===== src/rtl/pll_seq_pkg.sv =====
package pll_seq_pkg;

  typedef enum logic [3:0] {
    ST_IDLE,
    ST_REL_RST,
    ST_FILT,
    ST_NDIV,
    ST_PWR_UP,
    ST_WAIT,
    ST_ON,
    ST_PWR_DN,
    ST_ASRT_RST
  } seq_st_e;

  localparam int unsigned BW_W = 2;

  // reference-noise filter codes
  typedef enum logic [BW_W-1:0] {
    BW_GOOD  = 2'd0,
    BW_VBAD  = 2'd1,
    BW_BAD   = 2'd2,
    BW_VGOOD = 2'd3
  } bw_code_e;

endpackage


===== src/rtl/pll_seq_fsm.sv =====
module pll_seq_fsm
  import pll_seq_pkg::*;
#(
  parameter bit HAS_LOCK = 1'b1
) (
  input  logic    clk_i,
  input  logic    rst_ni,
  input  logic    en_req_i,
  input  logic    dis_req_i,
  input  logic    lock_i,
  input  logic    tmo_i,
  output seq_st_e st_o,
  output logic    acc_en_o,
  output logic    acc_dis_o,
  output logic    lock_ok_o,
  output logic    tmo_hit_o,
  output logic    busy_o
);

  seq_st_e st_q, st_d;

  logic stable_st;
  assign stable_st = (st_q == ST_IDLE) || (st_q == ST_ON);

  // disable has priority; enable only from idle
  assign acc_dis_o = stable_st && dis_req_i;
  assign acc_en_o  = (st_q == ST_IDLE) && en_req_i && !dis_req_i;
  assign lock_ok_o = (st_q == ST_WAIT) && lock_i;
  assign tmo_hit_o = (st_q == ST_WAIT) && !lock_i && tmo_i;
  assign busy_o    = !stable_st;
  assign st_o      = st_q;

  always_comb begin
    st_d = st_q;
    unique case (st_q)
      ST_IDLE: begin
        if (acc_dis_o)     st_d = ST_PWR_DN;
        else if (acc_en_o) st_d = ST_REL_RST;
      end
      ST_ON:       if (acc_dis_o) st_d = ST_PWR_DN;
      ST_REL_RST:  st_d = ST_FILT;
      ST_FILT:     st_d = ST_NDIV;
      ST_NDIV:     st_d = ST_PWR_UP;
      ST_PWR_UP:   st_d = HAS_LOCK ? ST_WAIT : ST_ON;
      ST_WAIT: begin
        if (lock_ok_o)      st_d = ST_ON;
        else if (tmo_hit_o) st_d = ST_IDLE;
      end
      ST_PWR_DN:   st_d = ST_ASRT_RST;
      ST_ASRT_RST: st_d = ST_IDLE;
      default:     st_d = ST_IDLE;
    endcase
  end

  always_ff @(posedge clk_i or negedge rst_ni) begin
    if (!rst_ni) st_q <= ST_IDLE;
    else         st_q <= st_d;
  end

endmodule


===== src/rtl/pll_lock_timer.sv =====
module pll_lock_timer #(
  parameter int unsigned LIMIT = 2_000_000
) (
  input  logic clk_i,
  input  logic rst_ni,
  input  logic run_i,
  output logic expire_o
);

  localparam int unsigned CNT_W = $clog2(LIMIT + 1);

  logic [CNT_W-1:0] cnt_q;

  assign expire_o = run_i && (cnt_q == CNT_W'(LIMIT - 1));

  always_ff @(posedge clk_i or negedge rst_ni) begin
    if (!rst_ni)        cnt_q <= '0;
    else if (!run_i)    cnt_q <= '0;
    else if (!expire_o) cnt_q <= cnt_q + CNT_W'(1);
  end

endmodule


===== src/rtl/pll_ctrl_regs.sv =====
module pll_ctrl_regs
  import pll_seq_pkg::*;
#(
  parameter bit          HAS_RESET  = 1'b1,
  parameter bit          HAS_FILTER = 1'b1,
  parameter bit          HAS_LOCK   = 1'b1,
  parameter bit          PWR_POL    = 1'b1,
  parameter int unsigned NDIV_W     = 3
) (
  input  logic              clk_i,
  input  logic              rst_ni,
  input  seq_st_e           st_i,
  input  logic              acc_en_i,
  input  logic              acc_dis_i,
  input  logic              lock_ok_i,
  input  logic              tmo_hit_i,
  input  logic [NDIV_W-1:0] ndiv_i,
  output logic              pll_rst_no,
  output logic [BW_W-1:0]   filt_o,
  output logic [NDIV_W-1:0] ndiv_o,
  output logic              pdn_o,
  output logic              locked_o,
  output logic              timeout_o
);

  logic [NDIV_W-1:0] ndiv_cap_q;

  always_ff @(posedge clk_i or negedge rst_ni) begin
    if (!rst_ni)       ndiv_cap_q <= '0;
    else if (acc_en_i) ndiv_cap_q <= ndiv_i;
  end

  generate
    if (HAS_RESET) begin : g_rst
      logic rst_q;
      always_ff @(posedge clk_i or negedge rst_ni) begin
        if (!rst_ni)                   rst_q <= 1'b0;
        else if (st_i == ST_REL_RST)   rst_q <= 1'b1;
        else if (st_i == ST_ASRT_RST)  rst_q <= 1'b0;
      end
      assign pll_rst_no = rst_q;
    end else begin : g_no_rst
      assign pll_rst_no = 1'b1;
    end

    if (HAS_FILTER) begin : g_filt
      logic [BW_W-1:0] filt_q;
      always_ff @(posedge clk_i or negedge rst_ni) begin
        if (!rst_ni)              filt_q <= '0;
        else if (st_i == ST_FILT) filt_q <= BW_GOOD;
      end
      assign filt_o = filt_q;
    end else begin : g_no_filt
      assign filt_o = BW_GOOD;
    end
  endgenerate

  always_ff @(posedge clk_i or negedge rst_ni) begin
    if (!rst_ni) begin
      ndiv_o <= '0;
      pdn_o  <= PWR_POL;
    end else begin
      if (st_i == ST_NDIV)   ndiv_o <= ndiv_cap_q;
      if (st_i == ST_PWR_UP) pdn_o  <= ~PWR_POL;
      if (st_i == ST_PWR_DN) pdn_o  <= PWR_POL;
    end
  end

  logic done_set;
  assign done_set = lock_ok_i || (!HAS_LOCK && (st_i == ST_PWR_UP));

  always_ff @(posedge clk_i or negedge rst_ni) begin
    if (!rst_ni) begin
      locked_o  <= 1'b0;
      timeout_o <= 1'b0;
    end else begin
      if (acc_en_i || acc_dis_i) locked_o <= 1'b0;
      else if (done_set)         locked_o <= 1'b1;
      if (acc_en_i || acc_dis_i) timeout_o <= 1'b0;
      else if (tmo_hit_i)        timeout_o <= 1'b1;
    end
  end

endmodule


===== src/rtl/pll_pwr_seq.sv =====
module pll_pwr_seq
  import pll_seq_pkg::*;
#(
  parameter bit          HAS_RESET   = 1'b1,
  parameter bit          HAS_FILTER  = 1'b1,
  parameter bit          HAS_LOCK    = 1'b1,
  parameter bit          PWR_POL     = 1'b1,
  parameter int unsigned NDIV_W      = 3,
  parameter int unsigned MULT_OFS    = 16,
  parameter int unsigned TIMEOUT_CYC = 2_000_000,
  localparam int unsigned MULT_W     = NDIV_W + 2
) (
  input  logic              clk_i,
  input  logic              rst_ni,
  input  logic              en_req_i,
  input  logic              dis_req_i,
  input  logic [NDIV_W-1:0] ndiv_i,
  input  logic              lock_i,
  output logic              pll_rst_no,
  output logic [1:0]        filt_o,
  output logic [NDIV_W-1:0] ndiv_o,
  output logic              pdn_o,
  output logic [MULT_W-1:0] vco_mult_o,
  output logic              busy_o,
  output logic              locked_o,
  output logic              timeout_o,
  output logic              enabled_o
);

  seq_st_e st;
  logic acc_en, acc_dis, lock_ok, tmo_hit, tmo;

  pll_seq_fsm #(.HAS_LOCK(HAS_LOCK)) u_fsm (
    .clk_i    (clk_i),
    .rst_ni   (rst_ni),
    .en_req_i (en_req_i),
    .dis_req_i(dis_req_i),
    .lock_i   (lock_i),
    .tmo_i    (tmo),
    .st_o     (st),
    .acc_en_o (acc_en),
    .acc_dis_o(acc_dis),
    .lock_ok_o(lock_ok),
    .tmo_hit_o(tmo_hit),
    .busy_o   (busy_o)
  );

  generate
    if (HAS_LOCK) begin : g_tmr
      pll_lock_timer #(.LIMIT(TIMEOUT_CYC)) u_tmr (
        .clk_i   (clk_i),
        .rst_ni  (rst_ni),
        .run_i   (st == ST_WAIT),
        .expire_o(tmo)
      );
    end else begin : g_no_tmr
      assign tmo = 1'b0;
    end
  endgenerate

  pll_ctrl_regs #(
    .HAS_RESET (HAS_RESET),
    .HAS_FILTER(HAS_FILTER),
    .HAS_LOCK  (HAS_LOCK),
    .PWR_POL   (PWR_POL),
    .NDIV_W    (NDIV_W)
  ) u_regs (
    .clk_i     (clk_i),
    .rst_ni    (rst_ni),
    .st_i      (st),
    .acc_en_i  (acc_en),
    .acc_dis_i (acc_dis),
    .lock_ok_i (lock_ok),
    .tmo_hit_i (tmo_hit),
    .ndiv_i    (ndiv_i),
    .pll_rst_no(pll_rst_no),
    .filt_o    (filt_o),
    .ndiv_o    (ndiv_o),
    .pdn_o     (pdn_o),
    .locked_o  (locked_o),
    .timeout_o (timeout_o)
  );

  assign vco_mult_o = MULT_W'(ndiv_o) + MULT_W'(MULT_OFS);
  assign enabled_o  = (pdn_o != PWR_POL);

endmodule


===== config.mk =====
export PLATFORM = sky130hd
export DESIGN_NAME = pll_pwr_seq
export DESIGN_NICKNAME = d
export VERILOG_FILES = /design/src/rtl/pll_seq_pkg.sv /design/src/rtl/pll_seq_fsm.sv /design/src/rtl/pll_lock_timer.sv /design/src/rtl/pll_ctrl_regs.sv /design/src/rtl/pll_pwr_seq.sv
export SDC_FILE = /design/constraint.sdc
export NUM_CORES = 1
export LEC_CHECK = 0
export BUFFER_PORTS_ARGS = -buffer_cell sky130_fd_sc_hd__buf_2
export CAP_MARGIN = 20
export CORE_MARGIN = 2
export CORE_UTILIZATION = 25
export DETAILED_ROUTE_END_ITERATION = 8
export PLACE_DENSITY = 0.44
export SYNTH_ARGS = -nofsm -noshare
export SYNTH_HDL_FRONTEND = slang
export SYNTH_SLANG_ARGS = --single-unit

===== constraint.sdc =====
create_clock -name clk_i -period 2.1 [get_ports clk_i]
set_input_delay 0.21 -clock clk_i [delete_from_list [all_inputs] [get_ports clk_i]]
set_output_delay 0.21 -clock clk_i [all_outputs]
set_load 0.02 [all_outputs]

* After elaboration in Yosys (flattened, before gate mapping) *
Cells that the tools add are included.

storage, ports and cells
  register bits after elaboration = 35
  logic and storage cells = 58
  RAM bits = 0
  output and inout bits = 16
  memories kept = 0
  bits in read-only memories = 0
  latch bits = 0
  input port bits = 8

cells by class
  order comparisons = 0
  add/subtract/negate cells = 2
  multiply operators = 0
  divide/modulo/power cells = 0
  shift-type cells = 0
  reduce and logical (&&, ||, !) cells = 18
  equality and inequality tests = 13
  bitwise logic cells = 1
  multiplexer cells = 16

operators by type and width
  cell                     number
  $mux W21                 2
  $pmux W4 S8              1
  $add A21 B1 Y21 const B  1
  $eq A21 B21 Y1 const B   1
  $mux W4                  5
  $eq A4 B3 Y1 const B     4
  $eq A4 B2 Y1 const B     2
  $mux W1                  8
  $reduce_bool A2 Y1       4
  $logic_and A1 B1 Y1      7
  $add A3 B5 Y5 const B    1
  $eq A4 B1 Y1 const B     1
  $eq A4 B4 Y1 const B     1
  $logic_not A4 Y1         1
  $logic_not A1 Y1         3
  $ne A3 B1 Y1 const B     1
  $ne A3 B3 Y1 const B     1
  $reduce_and A3 Y1        1
  $logic_or A1 B1 Y1       2
  $ne A2 B1 Y1 const B     1
  $ne A2 B2 Y1 const B     1
  $not A1 Y1               1

* Longest topological paths before layout *
Gate-level depths: netlist of run 1.

  word-level depth = 6
  depth in mapped cells = 6
  gate-level depth less buffers = 6

* Hierarchy *
Synthesis of run 1 repeated with hierarchy kept, for this count alone.

second synthesis, totals
  cell total of the unflattened synthesis = 193
  area, all modules = 1,939.4 µm²

by module, submodules not included
  module          area an instance (µm²)  times used  cells an instance  sequential area each (µm²)
  pll_lock_timer  1,138.6                 1           116                525.5
  pll_ctrl_regs   429.2                   1           34                 251.5
  pll_seq_fsm     310.3                   1           34                 100.1
  pll_pwr_seq     61.3                    1           9                  0.0

* Least setup slack after synthesis of run 1 *
Ideal clock, no wire load.

  path type = reg2reg
  start = reg g_tmr.u_tmr.cnt_q[13]
  end = reg u_fsm.st_q[2] (netlist: u_fsm.st_o[2])
  setup time = 127 ps
  data required time = 1,973 ps
  path buffers = 0
  period minus slack after synthesis = 2,069 ps
  cell stages (with the launch flop) = 6
  slack = 31 ps
  arrival time = 1,942 ps
  cell sequence = dfrtp_1 > or4_4 > nor4_4 > nand2_4 > a21oi_2 > mux2_1

on the way
  cells in the longest elaborated chain, start to end = 5

ends and longest elaborated chain
  element                      RTL line              text
  start, declared              pll_lock_timer.sv:12  logic [CNT_W-1:0] cnt_q;
  start signal, assigned       pll_lock_timer.sv:19  else if (!expire_o) cnt_q <= cnt_q + CNT_W'(1);
  $eq A21 B21 Y1               pll_lock_timer.sv:14  assign expire_o = run_i && (cnt_q == CNT_W'(LIMIT - 1));
  $logic_and A1 B1 Y1          pll_lock_timer.sv:14
  $logic_and A1 B1 Y1          pll_seq_fsm.sv:29     assign tmo_hit_o = (st_q == ST_WAIT) && !lock_i && tmo_i;
  $ne A3 B3 Y1 (no line)       n/a
  $reduce_and A3 Y1 (no line)  n/a
  end signal, assigned         pll_seq_fsm.sv:57     else st_q <= st_d;
  end, declared                pll_seq_fsm.sv:20     seq_st_e st_q, st_d;

No other way between the ends.
A chain may end at the register's enable or synchronous reset.

* Final worst setup path of run 1 *
  start = reg g_tmr.u_tmr.cnt_q[16]
  end = reg u_fsm.st_q[2] (netlist: u_fsm.st_o[2])

The elaborated chain is that of the path after synthesis.

==> results.cfg, run 1 <==
[logic_synthesis]
synth_cells = 185
ys_seq_area_frac = 0.4841
ys_async_sr_fraction = 1.000
yosys_warnings = 0
netlist_area_um2 = 1812
ys_types = 40
ys_seq_elements = 35
avgSynthCellArea_um2 = 9.793
synth-edff-count = 0
dominantRegCellSynth = dfrtp_1

[critical_path]
crit_path_end_kind = register
start_kind = register
worst_path_max_delay_cell = or4b_1
worstPathCellList = or4b_1 > nor4_4 > nand2_4 > a21oi_2 > mux2_1
worstPathMaxFanout = 3
path_buf_inv = 0
crit_type = reg2reg
crit_required_ns = 2.28
cpPeakStageDelay_ns = 0.57
critPathArrivalTime_ns = 2.13
crit_family = simple AND/OR/NAND/NOR gates

[power]
p_comb_frac = 0.307
switchingPower_w = 0.0008191
p_int_w = 0.001444
power_density_nw_per_um2 = 1056
swShare = 0.3619
irDropWorstVdd_mv = 0.2666
finalPower_w = 0.002263
p_seq_frac = 0.425
power_frac_clock = 0.268
p_leak_nw = 0.9099

[cts]
h-tree-depth = 2
cts_resized = 0
clock_latency_ns = 0.29
cts_buffers = 5
clk_pin_slew_ns = 0.08
cts_setup_buffers = 0
cts_tree = done
cts_sinks = 35
ctsHoldBuffers = 0
max-clock-path-buffers = 2
root_buffer = clkbuf_8

[finish]
area_delta_synth_final_pct = 18.30
diodes = 0
final_cell_mix = dfrtp_1 (34), nor2_1 (28), buf_2 (19), nand2_1 (13), buf_4 (11)
num-nets-final = 220
final_common_cell = dfrtp_1
layout-drive-gt1-share = 0.2358

[floorplan]
initial_core_util = 0.2539
core.rowCount = 31
chipWidth_um = 89.13
die_h_um = 89.13
core_area_um2 = 7137
die-area_um2 = 7944
io_pins = 24

[timing]
period_minus_slack_ns = 1.949
maxSlewHeadroom = 0.4660
fin_ws_ns = 0.1507
finalHoldViolCount = 0
drv_slew = 0
fin_crit_sh = 0.9282
fmax_mhz = 513.0
tightest_slew_ns = 0.8010
clock_skew_ns = 0.007000
setup_viol = 0
rsz0062_at_grt = false
fin_setup_tns_ns = 0

[routing]
drc = 0
wire_per_inst_um = 11.82
wl_um = 3675
detail_route.iter0.violations = 61
viasPerCell = 4.405
ant_nets = 0
dr_total_vias = 1370
first_pass_iters = 4

[status]
status = complete, no violations

[global_route]
grt_pass1_wl_um = 6258
busiest_layer = met2
use_met2 = 0.1697
use_met1 = 0.1261
antenna_found_initial = 0
groute.usage.overall = 0.1023
grt_pass1_vias = 1337
grt_max_degree = 36
grt_overflow_total = 0
grt_use_met3 = 0.03047

[placed_design]
gp_congestion = 0.7171
dp_hpwl_um = 2603
io_buffers = 19
pre_cts_slack_ns = 0.1260

[job]
max-cap-violations = 0

[worst_hold_path]
hold_class = in2async
area by class of cell:
| type | count | area, um^2 |
|---|---|---|
| Multi-Input combinational cell | 135 | 837.1 |
| Fill cell | 782 | 4994 |
| Sequential cell | 35 | 877.1 |
| Clock inverter | 3 | 43.79 |
| Clock buffer | 5 | 68.82 |
| Tap cell | 99 | 123.9 |
| Timing Repair Buffer | 30 | 177.7 |
| Inverter | 4 | 15.01 |
power by group through the flow:
stage	clock, W	combinational, W	sequential (W)
after floorplan	0	0.000602	0.000943
after global placement	0	0.000707	0.000977
after detailed placement	0	0.000712	0.000977
after CTS	0.000637	0.000713	0.000963
after global routing	0.000665	0.000793	0.000987
final	0.000608	0.000694	0.000962
flip-flops by register name (all words and copies together), names as in the netlist:
signal and cells:
g_tmr.u_tmr.cnt_q 21, u_fsm.st_o 4, u_regs.ndiv_cap_q 3, u_regs.ndiv_o 3, u_regs.locked_o 1, u_regs.pdn_o 1, u_regs.pll_rst_no 1, u_regs.timeout_o 1
logic make-up (layout without fill, tap and decap cells):
kind of cell             Yosys count  after routing  share of synthesized area
other                              2              4                   0.004145
AND/OR/NAND/NOR                   78             78                     0.2258
buffers and inverters             17             42                    0.05801
flip-flops                        35             35                     0.4841
multiplexers                       7              7                    0.04351
XOR/XNOR                          18             18                    0.08702
adder cells (fa/ha/maj)            1              1                   0.006905
AO/OA/AOI/OAI                     27             27                    0.09048
path summary, 6_finish.rpt:
path,start,endpoint,slack (ns),cells after the start
min in group clk_i,ndiv_i[2],u_regs.ndiv_cap_q[2],0.16,2
min,rst_ni,u_fsm.st_o[1],0.0003,1
max,g_tmr.u_tmr.cnt_q[16],u_fsm.st_o[2],0.15,5
max in group asynchronous,rst_ni,g_tmr.u_tmr.cnt_q[4],1.59,1
min reg2reg,u_regs.ndiv_cap_q[2],u_regs.ndiv_o[2],0.50,1
max reg2reg,g_tmr.u_tmr.cnt_q[16],u_fsm.st_o[2],0.15,5
per-stage QoR:
stage                     std cells  area, um^2  hold WS, ns    util
after global routing            311        2143      0.06409  0.3003
after detailed placement        303        2031       0.3615  0.2845
after global placement          303        2031       0.3642  0.2845
after CTS                       311        2143      0.03622  0.3003
after floorplan                 187        1819     -0.08559       -
final                           311        2143    0.0002567  0.3003
synth_stat cells, types with 2 or more instances:
master | count | area, um^2
nor4_1 | 3 | 18.77
xnor2_1 | 8 | 70.07
nand3_1 | 6 | 30.03
buf_4 | 7 | 52.55
nand2b_1 | 3 | 18.77
dfrtp_1 | 34 | 850.8
nor3_1 | 6 | 30.03
mux2_2 | 6 | 67.56
buf_6 | 2 | 22.52
nand4_1 | 6 | 37.54
nor2b_1 | 3 | 18.77
xor2_1 | 10 | 87.58
inv_1 | 4 | 15.01
nor2_1 | 28 | 105.1
conb_1 | 2 | 7.510
and2_1 | 2 | 12.51
o21ai_0 | 6 | 30.03
nand2_1 | 13 | 48.80
o31ai_1 | 2 | 15.01
a31oi_1 | 3 | 18.77
clkbuf_1 | 4 | 15.01
a21oi_1 | 9 | 45.04
metal layers:
metal / part of all wire / routed length (um)
met2: 0.47 / 1719
met1: 0.47 / 1745
met3: 0.042 / 153
met4: 0.015 / 56
met5: 0 / 0
Note: power is estimated with default switching activity, not from simulation.
==> run 2: changes to the inputs <==
--- a/config.mk
+++ b/config.mk
@@ -10,7 +10,7 @@
 export CORE_MARGIN = 2
 export CORE_UTILIZATION = 25
 export DETAILED_ROUTE_END_ITERATION = 8
-export PLACE_DENSITY = 0.44
+export PLACE_DENSITY = 0.43
 export SYNTH_ARGS = -nofsm -noshare
 export SYNTH_HDL_FRONTEND = slang
 export SYNTH_SLANG_ARGS = --single-unit
==> constraint.sdc (replaced) <==
create_clock -name clk_i -period 2.05 [get_ports clk_i]
set_input_delay 0.205 -clock clk_i [delete_from_list [all_inputs] [get_ports clk_i]]
set_output_delay 0.205 -clock clk_i [all_outputs]
set_load 0.02 [all_outputs]
==> run 2 against run 1 <==
Against the previous run:
- hold slack improved by 0.014 ns
- setup slack got worse by 0.070 ns
- sequential cell count stayed put
- first-iteration DRC count fell by 8.2%
- routed wire length is 2.2% higher
- core utilization up 0.60 points
- clock-buffer cell count is the same
- critical path depth is the same
- critical endpoint unchanged
- largest power group unchanged
- highest routed layer unchanged
==> results.cfg, run 2 (synthesis gave the netlist of run 1 again) <==
[timing]
maxSlewHeadroom = 0.4477
clock_skew_ns = 0.003713
drv_slew = 0
fmax_mhz = 507.9
fin_ws_ns = 0.08094
tightest_slew_ns = 0.8284
finalHoldViolCount = 0
fin_crit_sh = 0.9605
setup_viol = 0
period_minus_slack_ns = 1.969
rsz0062_at_grt = false
fin_setup_tns_ns = 0

[floorplan]
chipWidth_um = 89.13
core_area_um2 = 7137
die-area_um2 = 7944
die_h_um = 89.13
initial_core_util = 0.2539
io_pins = 24
core.rowCount = 31

[placed_design]
io_buffers = 19
dpl_cell_area_um2 = 2049
dp_hpwl_um = 2580
gp_congestion = 0.7467
pre_cts_slack_ns = 0.08919

[routing]
ant_nets = 0
drc = 0
first_pass_iters = 3
viasPerCell = 4.281
dr_total_vias = 1340
wire_per_inst_um = 12.00
detail_route.iter0.violations = 56
wl_um = 3756

[cts]
cts_buffers = 5
cts_resized = 0
clock_latency_ns = 0.29
cts_setup_buffers = 0
h-tree-depth = 2
root_buffer = clkbuf_8
clk_pin_slew_ns = 0.07
cts_tree = done
max-clock-path-buffers = 2
ctsHoldBuffers = 0
cts_sinks = 35

[global_route]
grt_max_degree = 36
grt_pass1_vias = 1301
antenna_found_initial = 0
grt_pass1_wl_um = 6285
groute.usage.overall = 0.1031
grt_overflow_total = 0

[finish]
final_core_util = 0.3063
diodes = 0
num-nets-final = 222
regMostFlops = g_tmr.u_tmr.cnt_q
layout-drive-gt1-share = 0.2477
multi_input_area_um2 = 840.8
seq_area_um2 = 877.1
area_delta_synth_final_pct = 20.65
fillCellCount = 795
finalInstanceArea_um2 = 2186
final_cell_mix = dfrtp_1 (34), nor2_1 (28), buf_2 (19), nand2_1 (13), buf_4 (13)
largest_reg_flops = 21
final_common_cell = dfrtp_1

[power]
finalPower_w = 0.002467
power_density_nw_per_um2 = 1128
irDropWorstVdd_mv = 0.3501
p_leak_nw = 0.9299

[critical_path]
crit_family = simple AND/OR/NAND/NOR gates
crit_required_ns = 2.22
crit_path_end_kind = register
worst_path_max_delay_cell = or4b_4
start_kind = register
crit_type = reg2reg
worstPathMaxFanout = 3
cpPeakStageDelay_ns = 0.56
critPathArrivalTime_ns = 2.14
path_buf_inv = 0
worstPathCellList = or4b_4 > nor4_4 > nand2_4 > a21oi_2 > mux2_1

[status]
status = complete, no violations

[worst_hold_path]
hold_class = in2async

[job]
max-cap-violations = 0
## run 2: layer usage
| metal | part of all wire | wire length, um | GRT usage |
|---|---|---|---|
| met2 | 0.47 | 1768 | 0.1697 |
| met1 | 0.47 | 1777 | 0.1296 |
| met4 | 0.0072 | 27 | 0.03256 |
| met5 | 0 | 0 | 0 |
| met3 | 0.049 | 183 | 0.03139 |
## run 2: power breakdown
| part | internal (W) | total (W) | switching (W) |
|---|---|---|---|
| Clock | 0.000485 | 0.000756 | 0.000271 |
| Sequential | 0.000821 | 0.000986 | 0.000165 |
| Combinational | 0.000306 | 0.000724 | 0.000418 |
## run 2: path summary, 6_finish.rpt
check	end	cells after the start	slack [ns]	from
min reg2reg	u_regs.ndiv_o[0]	1	0.50	u_regs.ndiv_cap_q[0]
min in group clk_i	u_regs.ndiv_cap_q[2]	2	0.14	ndiv_i[2]
max in group asynchronous	g_tmr.u_tmr.cnt_q[6]	1	1.52	rst_ni
max reg2reg	u_fsm.st_o[2]	5	0.08	g_tmr.u_tmr.cnt_q[16]
max	u_fsm.st_o[2]	5	0.08	g_tmr.u_tmr.cnt_q[16]
min	u_fsm.st_o[1]	1	0.01	rst_ni
## run 2: cell type report
type,instances,share of cell area
inverters,4,0.006869
multi-input cells,135,0.3847
clock buffers,5,0.03148
flip-flops and latches,35,0.4013
repair buffers,32,0.08815
clock inverters,3,0.03091
well taps,99,0.05667
## run 2: worst register-to-register path: stages (launching register included)
cell and delay, ns:
dfrtp_1 0.41, or4b_4 0.56, nor4_4 0.35, nand2_4 0.08, a21oi_2 0.13, mux2_1 0.33
## run 2: stage by stage
stage | hold slack [ns] | instances
after floorplan | -0.09059 | 187
after global placement | 0.3593 | 305
after detailed placement | 0.3565 | 305
after CTS | 0.03932 | 313
after global routing | 0.07174 | 313
final | 0.01455 | 313
